$ cat config.mk
export PLATFORM = sky130hd
export DESIGN_NAME = sample_frame_mux
export DESIGN_NICKNAME = d
export VERILOG_FILES = /design/src/rtl/fm_pkg.sv /design/src/rtl/fm_seq.sv /design/src/rtl/fm_shadow.sv /design/src/rtl/fm_cmd.sv /design/src/rtl/sample_frame_mux.sv
export SDC_FILE = /design/constraint.sdc
export NUM_CORES = 1
export LEC_CHECK = 0
export CAP_MARGIN = 20
export CELL_PAD_IN_SITES_DETAIL_PLACEMENT = 2
export CELL_PAD_IN_SITES_GLOBAL_PLACEMENT = 2
export CORE_ASPECT_RATIO = 1.5
export CORE_MARGIN = 2
export CORE_UTILIZATION = 34
export DETAILED_ROUTE_END_ITERATION = 16
export PLACE_DENSITY = 0.81
export SYNTH_ARGS = -nofsm -noshare
export SYNTH_HDL_FRONTEND = slang
export SYNTH_SLANG_ARGS = --single-unit
$ cat constraint.sdc
create_clock -name clk -period 4.6 [get_ports clk]
set_clock_uncertainty 0.05 [all_clocks]
set_input_delay 0.92 -clock clk [delete_from_list [all_inputs] [get_ports clk]]
set_output_delay 0.92 -clock clk [all_outputs]
set_load 0.02 [all_outputs]
$ cat src/rtl/fm_pkg.sv
package fm_pkg;
  localparam int SYM_W = 8;

  // control symbol values (8B/10B K-character byte values)
  localparam logic [SYM_W-1:0] SYM_IDLE    = 8'h3C;
  localparam logic [SYM_W-1:0] SYM_HDR     = 8'hBC;
  localparam logic [SYM_W-1:0] SYM_HDR_ON  = 8'hFC;
  localparam logic [SYM_W-1:0] SYM_HDR_OFF = 8'h7C;

  // header chosen for the next frame
  function automatic logic [SYM_W-1:0] pick_header(input logic pend, input logic on);
    if (!pend)   return SYM_HDR;
    else if (on) return SYM_HDR_ON;
    else         return SYM_HDR_OFF;
  endfunction
endpackage

$ cat src/rtl/fm_seq.sv
module fm_seq #(
  parameter int NUM_CH = 4,
  localparam int SLOT_W = $clog2(NUM_CH + 1)
) (
  input  logic              clk,
  input  logic              rst_n,
  input  logic              adv,
  input  logic              enable,
  output logic              running,
  output logic [SLOT_W-1:0] slot,
  output logic              nxt_running,
  output logic [SLOT_W-1:0] nxt_slot,
  output logic              load_evt
);
  localparam logic [SLOT_W-1:0] LAST = SLOT_W'(NUM_CH);

  logic at_end;
  assign at_end   = !running || (slot == LAST);
  assign load_evt = adv && at_end && enable;

  always_comb begin
    nxt_running = running;
    nxt_slot    = slot;
    if (adv) begin
      if (at_end) begin
        nxt_running = enable;
        nxt_slot    = '0;
      end else begin
        nxt_slot = slot + 1'b1;
      end
    end
  end

  always_ff @(posedge clk or negedge rst_n) begin
    if (!rst_n) begin
      running <= 1'b0;
      slot    <= '0;
    end else begin
      running <= nxt_running;
      slot    <= nxt_slot;
    end
  end


  frame_chain_chk: assert property (@(posedge clk) disable iff (!rst_n)
    adv && running && (slot == LAST) && enable |=> running && (slot == '0));


  frame_finish_chk: assert property (@(posedge clk) disable iff (!rst_n)
    adv && running && (slot != LAST) |=> running);


  slot_hold_chk: assert property (@(posedge clk) disable iff (!rst_n)
    !adv |=> $stable(slot) && $stable(running));
endmodule

$ cat src/rtl/fm_shadow.sv
module fm_shadow #(
  parameter int NUM_CH = 4,
  parameter int W = 8
) (
  input  logic                       clk,
  input  logic                       rst_n,
  input  logic                       load,
  input  logic [NUM_CH*W-1:0]        sample_in,
  output logic [NUM_CH-1:0][W-1:0]   shadow
);
  for (genvar c = 0; c < NUM_CH; c++) begin : g_ch
    always_ff @(posedge clk or negedge rst_n) begin
      if (!rst_n)    shadow[c] <= '0;
      else if (load) shadow[c] <= sample_in[c*W +: W];
    end
  end


  snapshot_hold_chk: assert property (@(posedge clk) disable iff (!rst_n)
    !load |=> $stable(shadow));
endmodule

$ cat src/rtl/fm_cmd.sv
module fm_cmd
  import fm_pkg::*;
(
  input  logic             clk,
  input  logic             rst_n,
  input  logic             cmd_req,
  input  logic             cmd_on,
  input  logic             consume,
  output logic [SYM_W-1:0] hdr_code,
  output logic             ack
);
  logic pend, val;

  assign hdr_code = pick_header(pend, val);

  always_ff @(posedge clk or negedge rst_n) begin
    if (!rst_n) begin
      pend <= 1'b0;
      val  <= 1'b0;
      ack  <= 1'b0;
    end else begin
      ack <= consume && pend;
      if (consume) pend <= 1'b0;
      if (cmd_req) begin
        pend <= 1'b1;
        val  <= cmd_on;
      end
    end
  end


  ack_single_chk: assert property (@(posedge clk) disable iff (!rst_n)
    ack |=> !ack);


  req_kept_chk: assert property (@(posedge clk) disable iff (!rst_n)
    cmd_req |=> pend);
endmodule

$ cat src/rtl/sample_frame_mux.sv
module sample_frame_mux
  import fm_pkg::*;
#(
  parameter int NUM_CH = 4,
  localparam int SLOT_W = $clog2(NUM_CH + 1)
) (
  input  logic                    clk,
  input  logic                    rst_n,
  input  logic                    enable,
  input  logic [NUM_CH*SYM_W-1:0] sample_in,
  input  logic                    cmd_req,
  input  logic                    cmd_on,
  input  logic                    out_ready,
  output logic                    sym_valid,
  output logic [SYM_W-1:0]        sym_data,
  output logic                    sym_ctrl,
  output logic                    cmd_ack
);
  logic                          adv;
  logic                          running, nxt_running, load_evt;
  logic [SLOT_W-1:0]             slot, nxt_slot;
  logic [NUM_CH-1:0][SYM_W-1:0]  shadow;
  logic [SYM_W-1:0]              hdr_code;
  logic [SYM_W-1:0]              nxt_data;
  logic                          nxt_ctrl;

  assign adv = sym_valid && out_ready;

  fm_seq #(.NUM_CH(NUM_CH)) u_seq (
    .clk(clk), .rst_n(rst_n), .adv(adv), .enable(enable),
    .running(running), .slot(slot),
    .nxt_running(nxt_running), .nxt_slot(nxt_slot), .load_evt(load_evt)
  );

  fm_shadow #(.NUM_CH(NUM_CH), .W(SYM_W)) u_shadow (
    .clk(clk), .rst_n(rst_n), .load(load_evt),
    .sample_in(sample_in), .shadow(shadow)
  );

  fm_cmd u_cmd (
    .clk(clk), .rst_n(rst_n), .cmd_req(cmd_req), .cmd_on(cmd_on),
    .consume(load_evt), .hdr_code(hdr_code), .ack(cmd_ack)
  );

  // data slot k (1-based) carries channel k
  function automatic int chan_of(input logic [SLOT_W-1:0] s);
    return int'(s) - 1;
  endfunction

  always_comb begin
    if (!nxt_running) begin
      nxt_data = SYM_IDLE;
      nxt_ctrl = 1'b1;
    end else if (nxt_slot == '0) begin
      nxt_data = hdr_code;
      nxt_ctrl = 1'b1;
    end else begin
      nxt_data = shadow[chan_of(nxt_slot)];
      nxt_ctrl = 1'b0;
    end
  end

  always_ff @(posedge clk or negedge rst_n) begin
    if (!rst_n) begin
      sym_valid <= 1'b0;
      sym_data  <= SYM_IDLE;
      sym_ctrl  <= 1'b1;
    end else begin
      sym_valid <= 1'b1;
      if (adv) begin
        sym_data <= nxt_data;
        sym_ctrl <= nxt_ctrl;
      end
    end
  end


  valid_keep_chk: assert property (@(posedge clk) disable iff (!rst_n)
    sym_valid |=> sym_valid);


  stall_hold_chk: assert property (@(posedge clk) disable iff (!rst_n)
    sym_valid && !out_ready |=> $stable(sym_data) && $stable(sym_ctrl));


  ack_header_chk: assert property (@(posedge clk) disable iff (!rst_n)
    cmd_ack |-> sym_ctrl && (sym_data == SYM_HDR_ON || sym_data == SYM_HDR_OFF));


  data_in_frame_chk: assert property (@(posedge clk) disable iff (!rst_n)
    sym_valid && !sym_ctrl |-> running && (slot != '0));
endmodule

## Word level (Yosys, flattened, before mapping)

Index checks and enable logic that the tools add are counted.

| cells by class | value |
|---|---|
| reductions and logical operators | 8 |
| equality and inequality tests | 1 |
| mux-type cells | 15 |
| $add $sub $neg | 2 |
| magnitude comparators | 1 |

Operator list:

| kind | count |
|---|---|
| $mux 8 | 6 |
| $bmux 8 s2 | 1 |
| $mux 1 | 6 |
| $mux 3 | 2 |
| $logic_and 1x1->1 | 4 |
| $lt 4x4->1 const B | 1 |
| $sub 3x1->4 const B | 1 |
| $add 3x1->3 const B | 1 |
| $eq 3x3->1 const B | 1 |
| $logic_not 3->1 | 1 |
| $reduce_bool 2->1 | 1 |
| $logic_not 1->1 | 1 |
| $logic_or 1x1->1 | 1 |

| word-level totals | value |
|---|---|
| register bits | 49 |
| input port bits | 38 |
| logic and storage cells | 39 |

## Logic depth before layout (Yosys ltp)

Gate-level depths: netlist of run 1.

| depth | value |
|---|---|
| word-level depth | 10 |
| mapped depth | 10 |
| depth with buffers taken out | 10 |

## Modules after synthesis

From an unflattened synthesis of run 1, not the netlist that was laid out.

| second synthesis, totals | value |
|---|---|
| cells, all modules | 155 |
| area total of the unflattened synthesis | 2404.8 um^2 |

By module, submodules not included:

| module | cells each | instances | sequential area each (um^2) | area an instance (um^2) |
|---|---|---|---|---|
| fm_shadow | 68 | 1 | 800.8 | 1345.0 |
| sample_frame_mux | 49 | 1 | 256.5 | 663.1 |
| fm_seq | 21 | 1 | 100.1 | 221.5 |
| fm_cmd | 17 | 1 | 75.1 | 175.2 |

## Worst setup path before layout of run 1

OpenSTA, ideal clock, no wires.

| path | value |
|---|---|
| path kind | input port to flip-flop |
| from | input out_ready |
| to | register sym_data[6] |
| stages | 6 |
| path slack | 1928 ps |
| data arrival time | 2496 ps |
| library setup time | 126 ps |
| path through | and3b_2 a21oi_4 ha_1 buf_1 mux4_2 a221o_1 |

| between the ends | value |
|---|---|
| cells in the longest elaborated chain, start to end | 8 |
| elaborated cells between the ends (all ways) | 10 |

RTL lines:

| item | line | text |
|---|---|---|
| start: declaration | sample_frame_mux.sv:13 | `input logic out_ready,` |
| $logic_and 1x1->1 (*) | sample_frame_mux.sv:27 | `assign adv = sym_valid && out_ready;` |
| $mux 3 | fm_seq.sv:24 | `if (adv) begin` |
| $sub 3x1->4 | sample_frame_mux.sv:47 | `return int'(s) - 1;` |
| $bmux 8 s2 | sample_frame_mux.sv:58 | `nxt_data = shadow[chan_of(nxt_slot)];` |
| $mux 8 (not written as such) (2 in a row) | sample_frame_mux.sv:58 |  |
| $mux 8 | sample_frame_mux.sv:54 | `end else if (nxt_slot == '0) begin` |
| $mux 8 | sample_frame_mux.sv:51 | `if (!nxt_running) begin` |
| end signal: assignment | sample_frame_mux.sv:71 | `sym_data <= nxt_data;` |
| end: declaration | sample_frame_mux.sv:15 | `output logic [SYM_W-1:0] sym_data,` |

Mark *: on every way between the ends. The rest lies on a longest branch, timed or not. The select of a mux whose other input is x is not followed.
A chain may end at the register's enable or synchronous reset.

## Final worst setup path of run 1

| path | value |
|---|---|
| from | input out_ready |
| to | register sym_data[7] |

The elaborated chain is that of the path after synthesis.

==> summary.md, run 1 <==
| Metric | Value |
|---|---|
| Number of buffers created by CTS | 5 |
| Worst Slack Setup Final | 1480 ps |
| Top achievable clock speed | 320 MHz |
| Share of post-route cells with drive strength above 1 | 28.0% |
| MaxCap Viol Count | 0 |
| Worst reg2reg startpoint | u_seq.slot[0]$_DFF_PN0_ |
| Largest net degree at the start of global routing | 50 |
| Total number of vias | 1,383 |
| GP Congestion | 0.725 |
| Die footprint | 0.00701 mm² |
| Peak supply drop | 0.223 mV |
| Number of fill cells | 609 |
| Count of endpoints failing hold in the final timing report | 0 |
| End-of-flow core utilization | 46.4% |
| Worst reg-to-reg path cell count | 9 |
| Synth Instances | 140 |
| Total global routing track utilization | 17.2% |
| Number of buffers between clock root and the deepest sink | 2 |
| Initial antenna violation count | 0 |
| Most common library cells after synthesis | sky130_fd_sc_hd__dfrtp_1 (44), sky130_fd_sc_hd__mux2_2 (33), sky130_fd_sc_hd__inv_1 (6), sky130_fd_sc_hd__mux4_1 (6) |
| Crit share post-route | 67.9% |
| Post-route DRC | 0 |
| # IOs | 49 |
| Violation count after the first detailed-route iteration | 55 |
| Hpwl dp | 4170 µm |
| RSZ-0062 raised after global routing | false |
| Wire length of the first global-routing pass | 9220 µm |
| Min Tclk post-route | 3120 ps |
| Ratio of routed vias to standard cells | 5.18 |
| Data required time of the critical path | 4740 ps |
| Headroom to the max-slew limit | 54.9% |
| Mapped Nets | 181 |
| Worst slack at placement | 1160 ps |
| CP endpoint kind | register |
| Post CTS Setup Buffer Count | 0 |
| CP max stage cell | sky130_fd_sc_hd__clkdlybuf4s50_1 |
| Crit-path cells | clkdlybuf4s50_1 -> and3b_2 -> a21oi_4 -> ha_1 -> inv_1 -> a2111oi_1 -> nor2_1 -> a221o_1 |
| Standard cell core area | 0.00613 mm² |
| Share of synthesized flip-flops with an asynchronous set or reset | 100% |
| Max-slew violation count | 0 |
| YS warnings | 0 |
| Number of rows in the core area | 35 |
| Vertical die dimension | 102 µm |
| Post-synthesis cell type with the largest combined area | sky130_fd_sc_hd__dfrtp_1 |
| Clock tree from TritonCTS | yes |
| Number of enable flip-flop cells after synthesis | 0 |
| Summed negative setup slack over all endpoints | 0 ps |
| Post_cts resized | 0 |
| Root Driver | sky130_fd_sc_hd__clkbuf_8 |
| FF+latch area | 0.00123 mm² |
| Signed area change from the synthesized netlist to the final layout | 31.9% |
| Worst-Margin Slew | 669 ps |
| Antenna diode count | 0 |
| Areal power density over the cells | 473 mW/mm² |
| Remaining Overflow, GRT | 0 |
| Detailed-route wire length | 5610 µm |
| Hold Worst Slack | 410 ps |
| Leakage dissipation | 1.23 nW |
| Hold Crit Class | in2async |
| Final setup violation count | 0 |
| Avg Cell Area, Syn | 15.4 µm² |
| Slowest stage delay, CP | 500 ps |
| Share of synthesized area occupied by flip-flops and latches | 57.2% |
| H-tree levels | 2 |
| Top_reg_cell synth | sky130_fd_sc_hd__dfrtp_1 |
| Die span in x | 69.0 µm |
| Largest fanout on the critical path | 10 |
| Unique masters post-synth | 32 |
| Data arrival time of the worst path | 3270 ps |
| Clock transition at path regs | 90 ps |
| Total standard cell area after synthesis | 0.00216 mm² |
| Type of the worst setup path | in2reg |
| Insertion delay of the later-clocked pin in the worst-skew pair | 300 ps |
| First-pass DRT Iterations | 4 |
| Clock sinks | 49 |
| Worst-case register-to-register setup slack | 2040 ps |
| Most frequent cell after synthesis | sky130_fd_sc_hd__dfrtp_1 |
| Area of combinational cells with multiple inputs | 877 µm² |
| Starting density of the core | 35.2% |
| Post-DRT Antenna Nets | 0 |
| Status | complete, no violations |
| Layout net count | 233 |
| Biggest area contributors in the synthesized netlist | sky130_fd_sc_hd__dfrtp_1 (51%), sky130_fd_sc_hd__mux2_2 (17%), sky130_fd_sc_hd__mux4_1 (7.3%) |
| Synth top area share | 51.1% |
| Total of buffers placed on input and output ports | 48 |
| Average detailed-routed wire length per instance | 21.0 µm |
| FF+latch count, synth | 49 |
| Element type at the critical path start | input pin |
| Via count of the first global-routing pass | 1,689 |
| Critical register-to-register path endpoint | sym_data[7]$_DFFE_PN0N_ |
| Quantity of hold-fixing buffers added after cts | 0 |
## cells by family after synthesis
family / count (synthesis) / share of synthesized area (%)
flip-flops: 49 / 57.2
multiplexers: 41 / 26.6
AND/OR/NAND/NOR: 18 / 4.64
AO/OA/AOI/OAI: 17 / 7.49
buffers and inverters: 11 / 2.15
adder cells (fa/ha/maj): 3 / 1.74
other: 1 / 0.174
## flip-flops by register name (all words and copies together) (netlist names)
name and count:
u_cmd.val 1, u_seq.slot 3, u_seq.running 1, u_cmd.pend 1
sym_ctrl 1, sym_data 8, sym_valid 1, u_cmd.ack 1
u_shadow.shadow 32
## per-stage QoR
| step | power, mW | cells | instance area (µm²) |
|---|---|---|---|
| final | 1.35 | 267 | 2840 |
| after global routing | 1.42 | 267 | 2840 |
| after CTS | 1.37 | 266 | 2820 |
| after detailed placement | 1.03 | 258 | 2710 |
| after global placement | 1.00 | 258 | 2710 |
| after floorplan | 0.854 | 140 | 2160 |
## critical path, delay by kind of cell
| kind | cells | cell delay (ps) |
|---|---|---|
| buffers and inverters | 2 | 590 |
| adder cells (fa/ha/maj) | 1 | 240 |
| AO/OA/AOI/OAI | 3 | 1070 |
| AND/OR/NAND/NOR | 2 | 450 |
## cell usage in the layout (no fill, tap or decap), types with 2 or more instances in the layout
cell                              count
sky130_fd_sc_hd__dfrtp_1             44
sky130_fd_sc_hd__nor4_1               2
sky130_fd_sc_hd__mux2_2              33
sky130_fd_sc_hd__o22a_1               4
sky130_fd_sc_hd__inv_1                6
sky130_fd_sc_hd__nand2_1              5
sky130_fd_sc_hd__dfstp_2              5
sky130_fd_sc_hd__clkdlybuf4s50_1     47
sky130_fd_sc_hd__mux4_2               2
sky130_fd_sc_hd__a22o_1               2
sky130_fd_sc_hd__clkbuf_8             6
sky130_fd_sc_hd__nor2_1               5
sky130_fd_sc_hd__a221o_1              2
sky130_fd_sc_hd__mux4_1               6
sky130_fd_sc_hd__ha_1                 3
## per-layer routing
| metal | vias to the layer above | GRT usage (%) | routed length (µm) |
|---|---|---|---|
| met4 | 0 | 6.03 | 112 |
| met5 | - | 0 | 0 |
| met2 | 28 | 34.8 | 3470 |
| met3 | 11 | 2.39 | 132 |
| met1 | 729 | 17.7 | 1900 |
| li1 | 615 | - | - |
## power breakdown
part / internal [mW] / leakage (nW) / total (mW) / switching (mW)
clock network: 0.178 / 0.0585 / 0.321 / 0.143
registers: 0.547 / 0.583 / 0.619 / 0.0720
logic: 0.236 / 0.585 / 0.406 / 0.170
## worst max-delay path by stage
stage	startpoint	to	slack, ps	depth (start not counted)
final	out_ready	sym_data[7]$_DFFE_PN0N_	1480	8
after global routing	out_ready	sym_data[7]$_DFFE_PN0N_	1260	8
after CTS	out_ready	sym_data[7]$_DFFE_PN0N_	1450	8
after detailed placement	out_ready	sym_data[7]$_DFFE_PN0N_	1160	8
after global placement	out_ready	sym_data[6]$_DFFE_PN0N_	1320	8
after floorplan	out_ready	sym_data[6]$_DFFE_PN0N_	1930	6
## area by class of cell
type | count | area share, %
sequential | 49 | 43.3
inverter | 6 | 0.792
multi-input combinational | 80 | 30.8
clock buffer | 7 | 3.04
timing repair buffer | 50 | 17.7
clock inverter | 1 | 1.06
tap | 74 | 3.26
No activity file was read; power rests on OpenSTA's default activity.
==> inputs of run 2 (changes only) <==
--- a/config.mk
+++ b/config.mk
@@ -10,9 +10,9 @@
 export CELL_PAD_IN_SITES_GLOBAL_PLACEMENT = 2
 export CORE_ASPECT_RATIO = 1.5
 export CORE_MARGIN = 2
-export CORE_UTILIZATION = 34
+export CORE_UTILIZATION = 31
 export DETAILED_ROUTE_END_ITERATION = 16
-export PLACE_DENSITY = 0.81
+export PLACE_DENSITY = 0.78
 export SYNTH_ARGS = -nofsm -noshare
 export SYNTH_HDL_FRONTEND = slang
 export SYNTH_SLANG_ARGS = --single-unit
==> constraint.sdc (replaced) <==
create_clock -name clk -period 2.5 [get_ports clk]
set_clock_uncertainty 0.05 [all_clocks]
set_input_delay 0.5 -clock clk [delete_from_list [all_inputs] [get_ports clk]]
set_output_delay 0.5 -clock clk [all_outputs]
set_load 0.02 [all_outputs]
==> run 2 against run 1 <==
- non-clock buffer count rose by 10
- final area rose by 2.6%
- sequential share of layout area fell by 1.1 points
- clock power rose by 58%
- global-route usage fell by 1.9 points
- total power rose by 82%
- critical path depth did not move
- clock-buffer cell count did not move
- critical path type is now reg2reg
- critical endpoint unchanged
- largest power group unchanged
- highest routed layer unchanged
==> summary.md, run 2 (synthesis results as in run 1) <==
| Metric | Value |
|---|---|
| Antenna diode count | 0 |
| Top achievable clock speed | 417 MHz |
| Leakage dissipation | 1.27 nW |
| Vertical die dimension | 106 µm |
| Average detailed-routed wire length per instance | 19.1 µm |
| Post-route DRC | 0 |
| Register bank with the most flops | u_shadow.shadow |
| Data arrival time of the worst path | 2530 ps |
| Worst Slack Setup Final | 99.5 ps |
| Clock tree from TritonCTS | yes |
| Number of flip-flops under the largest register name | 32 |
| RSZ-0062 raised after global routing | false |
| Max-slew violation count | 0 |
| Clock sinks | 49 |
| Worst slack at placement | -206 ps |
| Share of post-route cells with drive strength above 1 | 32.5% |
| Summed negative setup slack over all endpoints | 0 ps |
| Clock transition at path regs | 90 ps |
| Total number of vias | 1,418 |
| Violation count after the first detailed-route iteration | 63 |
| First-pass DRT Iterations | 2 |
| Total of buffers placed on input and output ports | 48 |
| Largest net degree at the start of global routing | 33 |
| Die span in x | 72.1 µm |
| Root Driver | sky130_fd_sc_hd__clkbuf_8 |
| Total power consumption of the routed design | 2.45 mW |
| # IOs | 49 |
| Worst-Margin Slew | 550 ps |
| CP endpoint kind | register |
| Status | complete, no violations |
| Signed area change from the synthesized netlist to the final layout | 35.4% |
| Most frequent cells in the layout | sky130_fd_sc_hd__clkdlybuf4s50_1 (47), sky130_fd_sc_hd__dfrtp_1 (44), sky130_fd_sc_hd__mux2_2 (33) |
| Via count of the first global-routing pass | 1,638 |
| Starting density of the core | 31.7% |
| Number of rows in the core area | 37 |
| Element type at the critical path start | register |
| Count of endpoints failing hold in the final timing report | 0 |
| H-tree levels | 2 |
| Post-DRT Antenna Nets | 0 |
| Worst-case register-to-register setup slack | 100 ps |
| Headroom to the max-slew limit | 63.0% |
| Areal power density over the cells | 838 mW/mm² |
| Peak supply drop | 0.353 mV |
| Remaining Overflow, GRT | 0 |
| Largest fanout on the critical path | 4 |
| MaxCap Viol Count | 0 |
| End-of-flow core utilization | 42.9% |
| Initial antenna violation count | 0 |
| Standard cell core area | 0.00681 mm² |
| Min Tclk post-route | 2400 ps |
| Type of the worst setup path | reg2reg |
| Post CTS Setup Buffer Count | 0 |
| Final setup violation count | 0 |
| Hold wc startpoint | u_cmd.pend$_DFFE_PN0P_ |
| Number of fill cells | 652 |
| Worst reg2reg startpoint | u_seq.slot[0]$_DFF_PN0_ |
| Layout net count | 243 |
| Number of buffers between clock root and the deepest sink | 2 |
| Crit share post-route | 96.0% |
| Hold Crit Class | reg2reg |
| GP Congestion | 0.799 |
| Commonest non-fill, non-tap cell in the layout | sky130_fd_sc_hd__clkdlybuf4s50_1 |
| Insertion delay of the later-clocked pin in the worst-skew pair | 300 ps |
| Largest registers | u_shadow.shadow (32), sym_data (8), u_seq.slot (3) |
| Ratio of routed vias to standard cells | 5.05 |
| Detailed-route wire length | 5380 µm |
| Die footprint | 0.00765 mm² |
| Number of buffers created by CTS | 5 |
| Total global routing track utilization | 15.3% |
| Wire length of the first global-routing pass | 8870 µm |
| Hpwl dp | 4300 µm |
| Data required time of the critical path | 2630 ps |
| Worst setup path start | u_seq.slot[0]$_DFF_PN0_ |
-- run 2: where the power goes --
part           switching [mW]  leakage [nW]  internal (mW)
Sequential              0.120         0.583           1.01
Combinational           0.327         0.634          0.486
Clock                   0.257        0.0542          0.251
Total                   0.705          1.27           1.74
-- run 2: final cells by class --
class                   instances  area, µm²  area share, %
flip-flops and latches         49       1230           42.2
multi-input cells              80        885           30.3
repair buffers                 60        581           19.9
well taps                      78       97.6           3.34
clock buffers                   7       96.3           3.30
inverters                       6       22.5          0.772
clock inverters                 1       5.00          0.171
-- run 2: worst max-delay path, cell delays in order (launching register included) --
cell and delay [ps]:
sky130_fd_sc_hd__dfrtp_1 410, sky130_fd_sc_hd__inv_1 60, sky130_fd_sc_hd__ha_1 240, sky130_fd_sc_hd__a21boi_4 210, sky130_fd_sc_hd__nand2_1 80, sky130_fd_sc_hd__o21a_1 200
sky130_fd_sc_hd__ha_2 380, sky130_fd_sc_hd__mux4_2 320, sky130_fd_sc_hd__a221o_1 340
-- run 2: repair_timing --
| action | CTS | global route |
|---|---|---|
| gates resized for setup | 0 | 2 |
| hold endpoints to repair | 1 | 0 |
| endpoints found under the setup margin | 0 | 4 |
| hold buffers | 1 | 0 |
-- run 2: through the flow --
stage	instances	hold slack [ps]	area (µm²)
2_1_floorplan	140	154	2160
3_3_place_gp	272	273	2800
3_5_place_dp	272	275	2800
4_1_cts	281	463	2910
5_1_grt	281	482	2920
6_report	281	450	2920
-- run 2: routing by layer --
layer | up-vias | wire [µm] | part of all wire, % | global-route usage, %
li1 | 641 | - | - | -
met2 | 26 | 3180 | 59 | 29.1
met5 | - | 0 | 0 | 0
met1 | 747 | 2000 | 37 | 17.5
met3 | 4 | 157 | 2.9 | 2.46
met4 | 0 | 36 | 0.67 | 3.23
-- run 2: worst paths after layout --
check	endpoint	depth (start not counted)
max in group asynchronous	u_shadow.shadow[1]$_DFFE_PN0P_	3
max reg2reg	sym_data[7]$_DFFE_PN0N_	8
min	u_cmd.pend$_DFFE_PN0P_	1
min in group asynchronous	u_cmd.ack$_DFF_PN0_	2
min reg2reg	u_cmd.pend$_DFFE_PN0P_	1
max	sym_data[7]$_DFFE_PN0N_	8
